--- src/rtl/sload_pkg.sv ---
// Shared sizes, defaults and types for the serial frame loader.
// Assumes the fixed header layout: flags in bits 0-2, row address in 3-7.
package sload_pkg;
    localparam int CMD_BITS   = 8;
    localparam int CFG_BITS   = 24;
    localparam int FRAME_BITS = 128;
    localparam int PAY_BITS   = FRAME_BITS - CMD_BITS;
    localparam int ADDR_BITS  = 5;
    localparam int ADDR_LO    = 3;
    localparam int CFG_FRAME_BITS = CMD_BITS + CFG_BITS;
    localparam int COL_ORDER_IDX  = 8;    // cfg index of the column-order flag
    localparam int CONTRAST_HI    = 10;   // cfg index of contrast MSB
    localparam int CONTRAST_BITS  = 6;
    localparam logic [CFG_BITS-1:0] CFG_RESET = 24'h020340;
    localparam logic [CFG_BITS-1:0] CFG_KEEP  = 24'h03FFFF;

    typedef enum logic [1:0] {FK_NONE, FK_CMD, FK_CFG, FK_ROW} frame_kind_e;
    typedef enum logic {BODY_CFG, BODY_ROW} body_e;
endpackage

--- src/rtl/sload_edge.sv ---
// Detects falling edges of the serial clock.
// Assumes ser_clk is synchronous to clk and holds each level >= 1 cycle.
module sload_edge (
    input  logic clk,
    input  logic rst_n,
    input  logic ser_clk,
    input  logic ser_data,
    output logic take,
    output logic din
);
    logic sclk_q;

    // Remember the previous serial clock level.
    always_ff @(posedge clk) begin
        if (!rst_n) sclk_q <= 1'b0;
        else        sclk_q <= ser_clk;
    end

    // A high-to-low change marks a bit to capture.
    always_comb begin
        take = sclk_q & ~ser_clk;
        din  = ser_data;
    end
endmodule

--- src/rtl/sload_seq.sv ---
// Bit counter and header decoder: gathers the command byte, picks the frame
// length at the 8th bit and flags the final bit of each frame.
// Assumes take is a single-cycle strobe per serial bit.
module sload_seq
    import sload_pkg::*;
#(
    parameter int CMD_W     = CMD_BITS,
    parameter int CFG_LEN   = CFG_FRAME_BITS,
    parameter int FRAME_LEN = FRAME_BITS,
    parameter int A_LO      = ADDR_LO,
    localparam int CW = $clog2(FRAME_LEN),
    localparam int HW = $clog2(CMD_W)
) (
    input  logic             clk,
    input  logic             rst_n,
    input  logic             cnt_rst_n,
    input  logic             take,
    input  logic             din,
    output frame_kind_e      kind,
    output logic [CMD_W-1:0] hdr_full,
    output logic [CW-1:0]    cnt_q,
    output logic             in_body
);
    logic [CMD_W-1:0] hdr_q;
    body_e            body_q;
    logic             at_hdr_end;

    // Decode the frame end from the position, header and body type.
    always_comb begin
        at_hdr_end = (cnt_q == CW'(CMD_W - 1));
        hdr_full   = hdr_q;
        if (at_hdr_end) hdr_full[CMD_W-1] = din;
        in_body    = (cnt_q >= CW'(CMD_W));
        kind       = FK_NONE;
        if (take && cnt_rst_n) begin
            if (at_hdr_end) begin
                if (&hdr_full[CMD_W-1:A_LO]) kind = FK_CMD;
            end else if (body_q == BODY_CFG && cnt_q == CW'(CFG_LEN - 1)) begin
                kind = FK_CFG;
            end else if (body_q == BODY_ROW && cnt_q == CW'(FRAME_LEN - 1)) begin
                kind = FK_ROW;
            end
        end
    end

    // Advance the bit position, capture header bits, latch the body type.
    always_ff @(posedge clk) begin
        if (!rst_n) begin
            cnt_q  <= '0;
            hdr_q  <= '0;
            body_q <= BODY_CFG;
        end else if (!cnt_rst_n) begin
            cnt_q <= '0;
        end else if (take) begin
            if (cnt_q < CW'(CMD_W)) hdr_q[cnt_q[HW-1:0]] <= din;
            if (kind != FK_NONE) cnt_q <= '0;
            else                 cnt_q <= cnt_q + CW'(1);
            if (at_hdr_end)
                body_q <= (hdr_full[0] & hdr_full[1]) ? BODY_CFG : BODY_ROW;
        end
    end
endmodule

--- src/rtl/sload_shift.sv ---
// Payload shift register: bits after the header enter at the top, so the
// first payload bit sits at index 0 once a full row has arrived.
// Assumes shifting is enabled only for body bits.
module sload_shift #(
    parameter int PAY_W = sload_pkg::PAY_BITS
) (
    input  logic             clk,
    input  logic             rst_n,
    input  logic             shift_en,
    input  logic             din,
    output logic [PAY_W-1:0] pay_next
);
    logic [PAY_W-1:0] pay_q;

    // View of the register including the bit being captured now.
    always_comb pay_next = {din, pay_q[PAY_W-1:1]};

    // Shift one body bit in per capture.
    always_ff @(posedge clk) begin
        if (!rst_n)        pay_q <= '0;
        else if (shift_en) pay_q <= pay_next;
    end
endmodule

--- src/rtl/serial_frame_loader.sv ---
// Top of the serial frame loader: holds the command and configuration
// registers and issues one row write per completed data frame.
// Assumes the external RAM accepts a write in the cycle row_we is high.
module serial_frame_loader
    import sload_pkg::*;
#(
    parameter int CMD_W  = CMD_BITS,
    parameter int CFG_W  = CFG_BITS,
    parameter int PAY_W  = PAY_BITS,
    parameter int ADDR_W = ADDR_BITS,
    parameter int CON_W  = CONTRAST_BITS,
    localparam int CW = $clog2(CMD_W + PAY_W)
) (
    input  logic              clk,
    input  logic              rst_n,
    input  logic              cnt_rst_n,
    input  logic              ser_clk,
    input  logic              ser_data,
    output logic [CMD_W-1:0]  cmd_q,
    output logic [CFG_W-1:0]  cfg_q,
    output logic [CON_W-1:0]  contrast_step,
    output logic              row_we,
    output logic [ADDR_W-1:0] row_addr,
    output logic [PAY_W-1:0]  row_data
);
    logic              take, din, in_body, frame_done;
    frame_kind_e       kind;
    logic [CMD_W-1:0]  hdr_full;
    logic [CW-1:0]     bit_cnt;
    logic [PAY_W-1:0]  pay_next, pay_rev, pay_ordered;

    sload_edge u_edge (
        .clk(clk), .rst_n(rst_n), .ser_clk(ser_clk), .ser_data(ser_data),
        .take(take), .din(din)
    );

    sload_seq #(
        .CMD_W(CMD_W), .CFG_LEN(CMD_W + CFG_W), .FRAME_LEN(CMD_W + PAY_W),
        .A_LO(ADDR_LO)
    ) u_seq (
        .clk(clk), .rst_n(rst_n), .cnt_rst_n(cnt_rst_n), .take(take),
        .din(din), .kind(kind), .hdr_full(hdr_full), .cnt_q(bit_cnt),
        .in_body(in_body)
    );

    sload_shift #(.PAY_W(PAY_W)) u_shift (
        .clk(clk), .rst_n(rst_n), .shift_en(take & in_body & cnt_rst_n),
        .din(din), .pay_next(pay_next)
    );

    // Mirror the payload for last-column-first ordering.
    for (genvar i = 0; i < PAY_W; i++) begin : g_rev
        assign pay_rev[i] = pay_next[PAY_W-1-i];
    end

    // Contrast step: lowest cfg index of the field is the MSB.
    for (genvar i = 0; i < CON_W; i++) begin : g_con
        assign contrast_step[CON_W-1-i] = cfg_q[CONTRAST_HI+i];
    end

    // Pick the column order from the stored flag.
    always_comb begin
        pay_ordered = cfg_q[COL_ORDER_IDX] ? pay_rev : pay_next;
        frame_done  = (kind != FK_NONE);
    end

    // Commit a completed frame to the registers and the row port.
    always_ff @(posedge clk) begin
        if (!rst_n) begin
            cmd_q    <= '0;
            cfg_q    <= CFG_RESET;
            row_we   <= 1'b0;
            row_addr <= '0;
            row_data <= '0;
        end else begin
            row_we <= 1'b0;
            if (frame_done) cmd_q <= hdr_full;
            if (kind == FK_CFG) cfg_q <= pay_next[PAY_W-1 -: CFG_W] & CFG_KEEP;
            if (kind == FK_ROW) begin
                row_we   <= 1'b1;
                row_addr <= hdr_full[ADDR_LO +: ADDR_W];
                row_data <= pay_ordered;
            end
        end
    end
endmodule

--- config.mk ---
export PLATFORM = sky130hd
export DESIGN_NAME = serial_frame_loader
export DESIGN_NICKNAME = d
export VERILOG_FILES = /design/src/rtl/sload_pkg.sv /design/src/rtl/sload_edge.sv /design/src/rtl/sload_seq.sv /design/src/rtl/sload_shift.sv /design/src/rtl/serial_frame_loader.sv
export SDC_FILE = /design/constraint.sdc
export NUM_CORES = 1
export LEC_CHECK = 0
export ABC_AREA = 1
export BUFFER_PORTS_ARGS = -buffer_cell sky130_fd_sc_hd__buf_2
export CAP_MARGIN = 20
export CORE_MARGIN = 2
export CORE_UTILIZATION = 61
export CTS_CLUSTER_SIZE = 8
export DETAILED_ROUTE_END_ITERATION = 6
export PLACE_DENSITY = 0.93
export SKIP_LAST_GASP = 1
export SLEW_MARGIN = 20
export SYNTH_ARGS = -nofsm -noshare
export SYNTH_HDL_FRONTEND = slang
export SYNTH_SLANG_ARGS = --single-unit
--- constraint.sdc ---
create_clock -name clk -period 3.35 [get_ports clk]
set_input_delay 0.1675 -clock clk [delete_from_list [all_inputs] [get_ports clk]]
set_output_delay 0.1675 -clock clk [all_outputs]
set_load 0.1 [all_outputs]
=== Yosys cells after proc, flatten, opt, wreduce, memory -nomap -nowiden ===
Index checks and enable logic that the tools add are counted.

* Register bits: 289
* Output and inout bits: 164
* Word-level logic and storage cells: 48

* Add/subtract/negate cells: 1
* Order comparisons: 4
* Eq/ne operators: 5
* Muxes and demuxes: 13
* Bitwise gates (word level): 6
* Reduce and logical (&&, ||, !) cells: 9

{| class="wikitable"
|+ Operators by type and width
! operator !! count
|-
| 120-bit 2-to-1 mux || 1
|-
| 8-bit bitwise mux || 1
|-
| 2-bit 2-to-1 mux || 4
|-
| 7-bit by 1-bit adder with 7-bit output, second input constant || 1
|-
| 7-bit by 3-bit equality test with 1-bit output, second input constant || 1
|-
| 7-bit by 5-bit equality test with 1-bit output, second input constant || 1
|-
| 7-bit equality test, second input constant || 1
|-
| 7-bit by 4-bit >= comparator with 1-bit output, second input constant || 1
|-
| 7-bit by 4-bit < comparator with 1-bit output, second input constant || 1
|-
| 7-bit 2-to-1 mux || 1
|-
| 3-bit AND reduction || 2
|-
| 1-bit 2-to-1 mux || 5
|-
| 5-bit AND reduction || 1
|-
| 1-bit AND || 4
|-
| 2-bit equality test, second input constant || 2
|-
| 1-bit logical AND || 4
|-
| 3-bit by 4-bit < comparator with 1-bit output, second input constant || 1
|-
| 1-bit demux with 3-bit select || 1
|-
| 3-bit by 1-bit >= comparator with 1-bit output, second input constant || 1
|-
| 1-bit NOT || 2
|-
| 2-bit AND reduction || 1
|-
| 2-bit nonzero test || 1
|}

=== Logic depth before layout (Yosys ltp) ===
* Depth in word-level cells: 8
* Gate-level depth with buffers: 11

=== Hierarchy ===
A second synthesis with hierarchy kept.

* Cells, all modules: 2072
* Area total of the unflattened synthesis: 13305.3 um^2

{| class="wikitable"
|+ By module, submodules not included
! module !! instances !! cells each !! area each (um^2)
|-
| serial_frame_loader || 1 || 1181 || 7447.1
|-
| sload_shift || 1 || 754 || 4870.9
|-
| sload_seq || 1 || 131 || 944.7
|-
| sload_edge || 1 || 6 || 42.5
|}

=== Least setup slack after synthesis ===
No wires, ideal clock.

* Path type: flip-flop to flip-flop
* Start point: register cfg_q[8]
* End point: register row_data[110]
* Setup time: 117 ps
* Arrival: 1886 ps
* Data required time: 3233 ps
* Path slack: 1348 ps
* Stages on the path, launching flop included: 6
* Path buffers: 2
* Period minus slack after synthesis: 2002 ps
* Cell sequence: dfxtp_1 -> clkbuf_1 -> clkbuf_1 -> o21ai_0 -> o21ai_0 -> nor2_1

* Word-level cells in the longest chain between the ends: 1

{| class="wikitable"
|+ Ends and longest elaborated chain
! element !! RTL line !! source
|-
| from (decl) || serial_frame_loader.sv:20 || <nowiki>output logic [CFG_W-1:0] cfg_q,</nowiki>
|-
| from (signal assigned) || serial_frame_loader.sv:78 || <nowiki>if (kind == FK_CFG) cfg_q <= pay_next[PAY_W-1 -: CFG_W] & CFG_KEEP;</nowiki>
|-
| 120-bit 2-to-1 mux || serial_frame_loader.sv:63 || <nowiki>pay_ordered = cfg_q[COL_ORDER_IDX] ? pay_rev : pay_next;</nowiki>
|-
| to (signal assigned) || serial_frame_loader.sv:82 || <nowiki>row_data <= pay_ordered;</nowiki>
|-
| to (decl) || serial_frame_loader.sv:24 || <nowiki>output logic [PAY_W-1:0] row_data</nowiki>
|}

No other way between the ends.
A chain may end at the register's enable or synchronous reset.

=== Worst setup path in the final report ===
* Start point: register u_seq.cnt_q[1]
* End point: register row_data[13]

* Word-level cells in the longest chain between the ends: 7
* Elaborated cells on any way between the ends: 13
* Classes of those cells: eq/ne (4); mux (6); reduce/logical (3)

{| class="wikitable"
|+ Ends and longest elaborated chain
! element !! RTL line !! source
|-
| from (decl) || sload_seq.sv:21 || <nowiki>output logic [CW-1:0] cnt_q,</nowiki>
|-
| from (signal assigned) || sload_seq.sv:57 || <nowiki>else cnt_q <= cnt_q + CW'(1);</nowiki>
|-
| 7-bit by 3-bit equality test with 1-bit output / 7-bit equality test (equally long branches) || sload_seq.sv:30, sload_seq.sv:40 ||
|-
| 1-bit 2-to-1 mux / 1-bit logical AND (equally long branches) || sload_seq.sv:32, sload_seq.sv:40 ||
|-
| 5-bit AND reduction / 2-bit 2-to-1 mux (equally long branches) || sload_seq.sv:37, sload_seq.sv:40 ||
|-
| 1-bit 2-to-1 mux / 2-bit 2-to-1 mux (equally long branches) || sload_seq.sv:37, sload_seq.sv:38 ||
|-
| 2-bit 2-to-1 mux (*) || sload_seq.sv:36 || <nowiki>if (at_hdr_end) begin</nowiki>
|-
| 2-bit 2-to-1 mux (*) || sload_seq.sv:35 || <nowiki>if (take && cnt_rst_n) begin</nowiki>
|-
| 2-bit equality test (*) || serial_frame_loader.sv:79 || <nowiki>if (kind == FK_ROW) begin</nowiki>
|}

Mark *: on every way between the ends. The rest lies on a longest branch, timed or not.

==> impl_metrics.py <==
metrics = {
    "drt": {
        "first_pass_iters": 6,
        "avgViaCountPerCell": 5.42,
        "vias": 11100,
        "drc": 0,
        "detail_route.iter0.violations": 823,
        "routed_wl_um": 28000,
        "routedWlPerCell_um": 13.7,
        "ant_nets": 0,
    },
    "clocking": {
        "numCtsBuffers": 41,
        "clk_pin_slew_ns": 0.05,
        "clock_latency_ns": 0.51,
        "clockBufferDepth": 3,
        "clkSinkCount": 288,
        "cts_hold_buf": 3,
        "cts_resized": 0,
        "cts_setup_buffers": 0,
        "clockRootBuffer": "clkbuf_16",
        "cts_tree": "built",
        "htreeDepth": 2,
    },
    "critical_path": {
        "rr_worst_depth": 9,
        "r2r_end": "row_data[13]",
        "end_kind": "flip-flop",
        "cp_data_arrival_time_ns": 2.95,
        "rrSetupSlack_ns": 0.79,
        "r2r-start": "u_seq.cnt_q[1]",
        "cp_max_fo": 74,
        "path_class": "flip-flop to flip-flop",
        "cp-start-kind": "flip-flop",
        "cp.required_ns": 3.74,
    },
    "power_and_ir_drop": {
        "ir_drop_uv": 389,
        "cellInternalPower_mw": 5.71,
        "seqPwrFrac_pct": 47.6,
        "switching_share_pct": 20.8,
        "pwr-share-comb_pct": 2.4,
        "p_leak_nw": 6.04,
        "p_switching_mw": 1.50,
        "powerDensity_nw_per_um2": 533,
        "clkPwrFrac_pct": 50.0,
    },
    "floorplan": {
        "dieArea_um2": 20300,
        "die_x_um": 143,
        "ios": 169,
        "coreArea_um2": 18800,
        "die_h_um": 143,
        "rows": 50,
        "initial_core_util_pct": 62.5,
    },
    "timing": {
        "finalClockSkew_ns": 0.0219,
        "timing.fmax_mhz": 390,
        "worstMarginPinSlew_ns": 0.895,
        "slew_violations": 0,
        "rsz0062_at_grt": "false",
        "finalHoldViolCount": 0,
        "tns_ns": 0,
        "maxSlewHeadroom_pct": 40.3,
        "period_share_pct": 76.5,
        "min_period_ns": 2.56,
        "final-setup-viol-count": 0,
    },
    "logic_synthesis": {
        "synth_most_common_cell": "nor2_1",
        "synth-main-ff-cell": "dfxtp_1",
        "synthArstFlopShare_pct": 0,
        "netlist_top_cells_area": "dfxtp_1, nor2_1, nand2_1, o21ai_0, clkbuf_1",
        "ys_types": 27,
        "synth_seq_cells": 288,
        "synth_top_area_share_pct": 49.2,
        "synth_top_area_cell": "dfxtp_1",
        "synth_area_per_cell_um2": 6.87,
        "yosysWarnings": 0,
        "synth_seq_area_share_pct": 49.2,
        "synth_commonest_cells": "nor2_1, nand2_1, dfxtp_1",
        "synth_edf_count": 0,
        "netlist_area_um2": 11700,
        "synth_cells": 1706,
    },
    "global_routing": {
        "gr-total-overflow": 0,
        "grtUsageTotal_pct": 26.7,
        "antenna_found_initial": 0,
        "grt_pass1_vias": 9706,
        "grt_pass1_wl_um": 45500,
        "grt_max_degree": 123,
    },
    "hold_path": {
        "hp-class": "input port to flip-flop",
        "min_from": "rst_n",
        "whs_path_depth": 2,
        "hold_end": "cfg_q[9]",
    },
    "cells_and_area": {
        "fillers": 1446,
        "nets": 1817,
        "final_area_um2": 13500,
        "diodes": 0,
        "syn_to_final_growth_pct": 15.5,
        "drive_above_1_share_pct": 13.1,
    },
    "run_status": {
        "outcome": "complete, no violations",
    },
    "placed_design": {
        "numPortBuffers": 162,
        "dp_hpwl_um": 17100,
        "routabilityCongestion": 0.828,
        "place_area_um2": 12400,
    },
    "job": {
        "max-cap-violations": 0,
    },
}
worst max-delay path by stage:
stage / start / to
CTS: cfg_q[8] / cfg_q[8]
floorplan: cfg_q[8] / row_data[110]
finish: u_seq.cnt_q[1] / row_data[13]
detailed placement: u_seq.cnt_q[1] / row_data[82]
global route: u_seq.cnt_q[1] / row_data[13]
global placement: u_seq.cnt_q[1] / row_data[5]
cells by family after synthesis:
| kind of cell | after synthesis | synth area share (%) |
|---|---|---|
| AOI/OAI and AO/OA | 324 | 13.9 |
| xor gates and xnor gates | 2 | 0.149 |
| adders and majority gates | 2 | 0.213 |
| buffers and inverters | 173 | 6.64 |
| DFF | 288 | 49.2 |
| other | 1 | 0.0320 |
| and+or+nand+nor | 916 | 29.9 |
cell type report:
cell class	instances	area [µm²]	share of cell area (%)
Timing Repair Buffer	182	991	7.32
Tap cell	234	293	2.16
Sequential cell	288	5770	42.6
Inverter	47	181	1.34
Clock buffer	44	1080	7.98
Clock inverter	1	8.76	0.0647
Multi-Input combinational cell	1250	5220	38.5
worst max-delay path, cell delays in order, from the launching register on:
cell and delay, ns:
dfxtp_1 0.43, ha_1 0.24, nand2_2 0.10, nor2_4 0.14, nand2_2 0.09, a21oi_1 0.25
nand2_4 0.44, buf_4 0.40, o21ai_0 0.24, nor2_1 0.06
per-stage QoR:
stage | hold WS (ns) | power (mW) | instances | util [%] | setup slack (ns)
floorplan | 0.261 | 3.64 | 1711 | - | 1.35
global placement | 0.378 | 3.66 | 1998 | 66.2 | 1.01
detailed placement | 0.386 | 3.67 | 1998 | 66.2 | 0.889
CTS | 0.0804 | 7.25 | 2046 | 72.1 | 0.826
global route | 0.121 | 7.40 | 2046 | 72.1 | 0.593
finish | 0.115 | 7.21 | 2046 | 72.1 | 0.786
state kept, by name, summed over array words and instances (netlist names), 5 cells and up:
signal / cells
row_addr: 5
row_data: 120
u_seq.hdr_q: 8
cfg_q: 18
u_seq.cnt_q: 7
cmd_q: 8
u_shift.pay_q: 119
power groups by stage:
stage          clock network (mW)  registers [mW]  logic, mW
3_5_place_dp                    0            3.50      0.166
6_report                     3.60            3.44      0.173
2_1_floorplan                   0            3.50      0.142
3_3_place_gp                    0            3.50      0.163
4_1_cts                      3.65            3.44      0.170
5_1_grt                      3.78            3.43      0.193
routing by layer:
metal	share of wire [%]	vias up	track usage, %
met2	47	424	44.0
met3	7.5	65	5.37
li1	-	5543	-
met1	43	5065	34.9
met5	0	-	0
met4	2.5	0	9.85
layout by cell type (no fill, tap or decap), types with 2 or more instances in the layout:
cell	Yosys	layout
nand2_2	5	5
nor2_1	512	512
nand2_4	0	2
buf_6	7	2
a21oi_1	39	39
xor2_1	2	2
nand3_1	21	21
ha_1	2	2
clkbuf_16	0	43
nand2_1	371	369
buf_2	17	161
dlygate4sd3_1	0	3
nor3_1	2	2
clkinv_2	0	2
o21ai_0	244	244
buf_4	12	15
conb_1	1	6
dfxtp_1	288	287
inv_1	45	44
nor2_4	2	2
o21ai_1	38	38
Power figures use the tool's default switching activity.
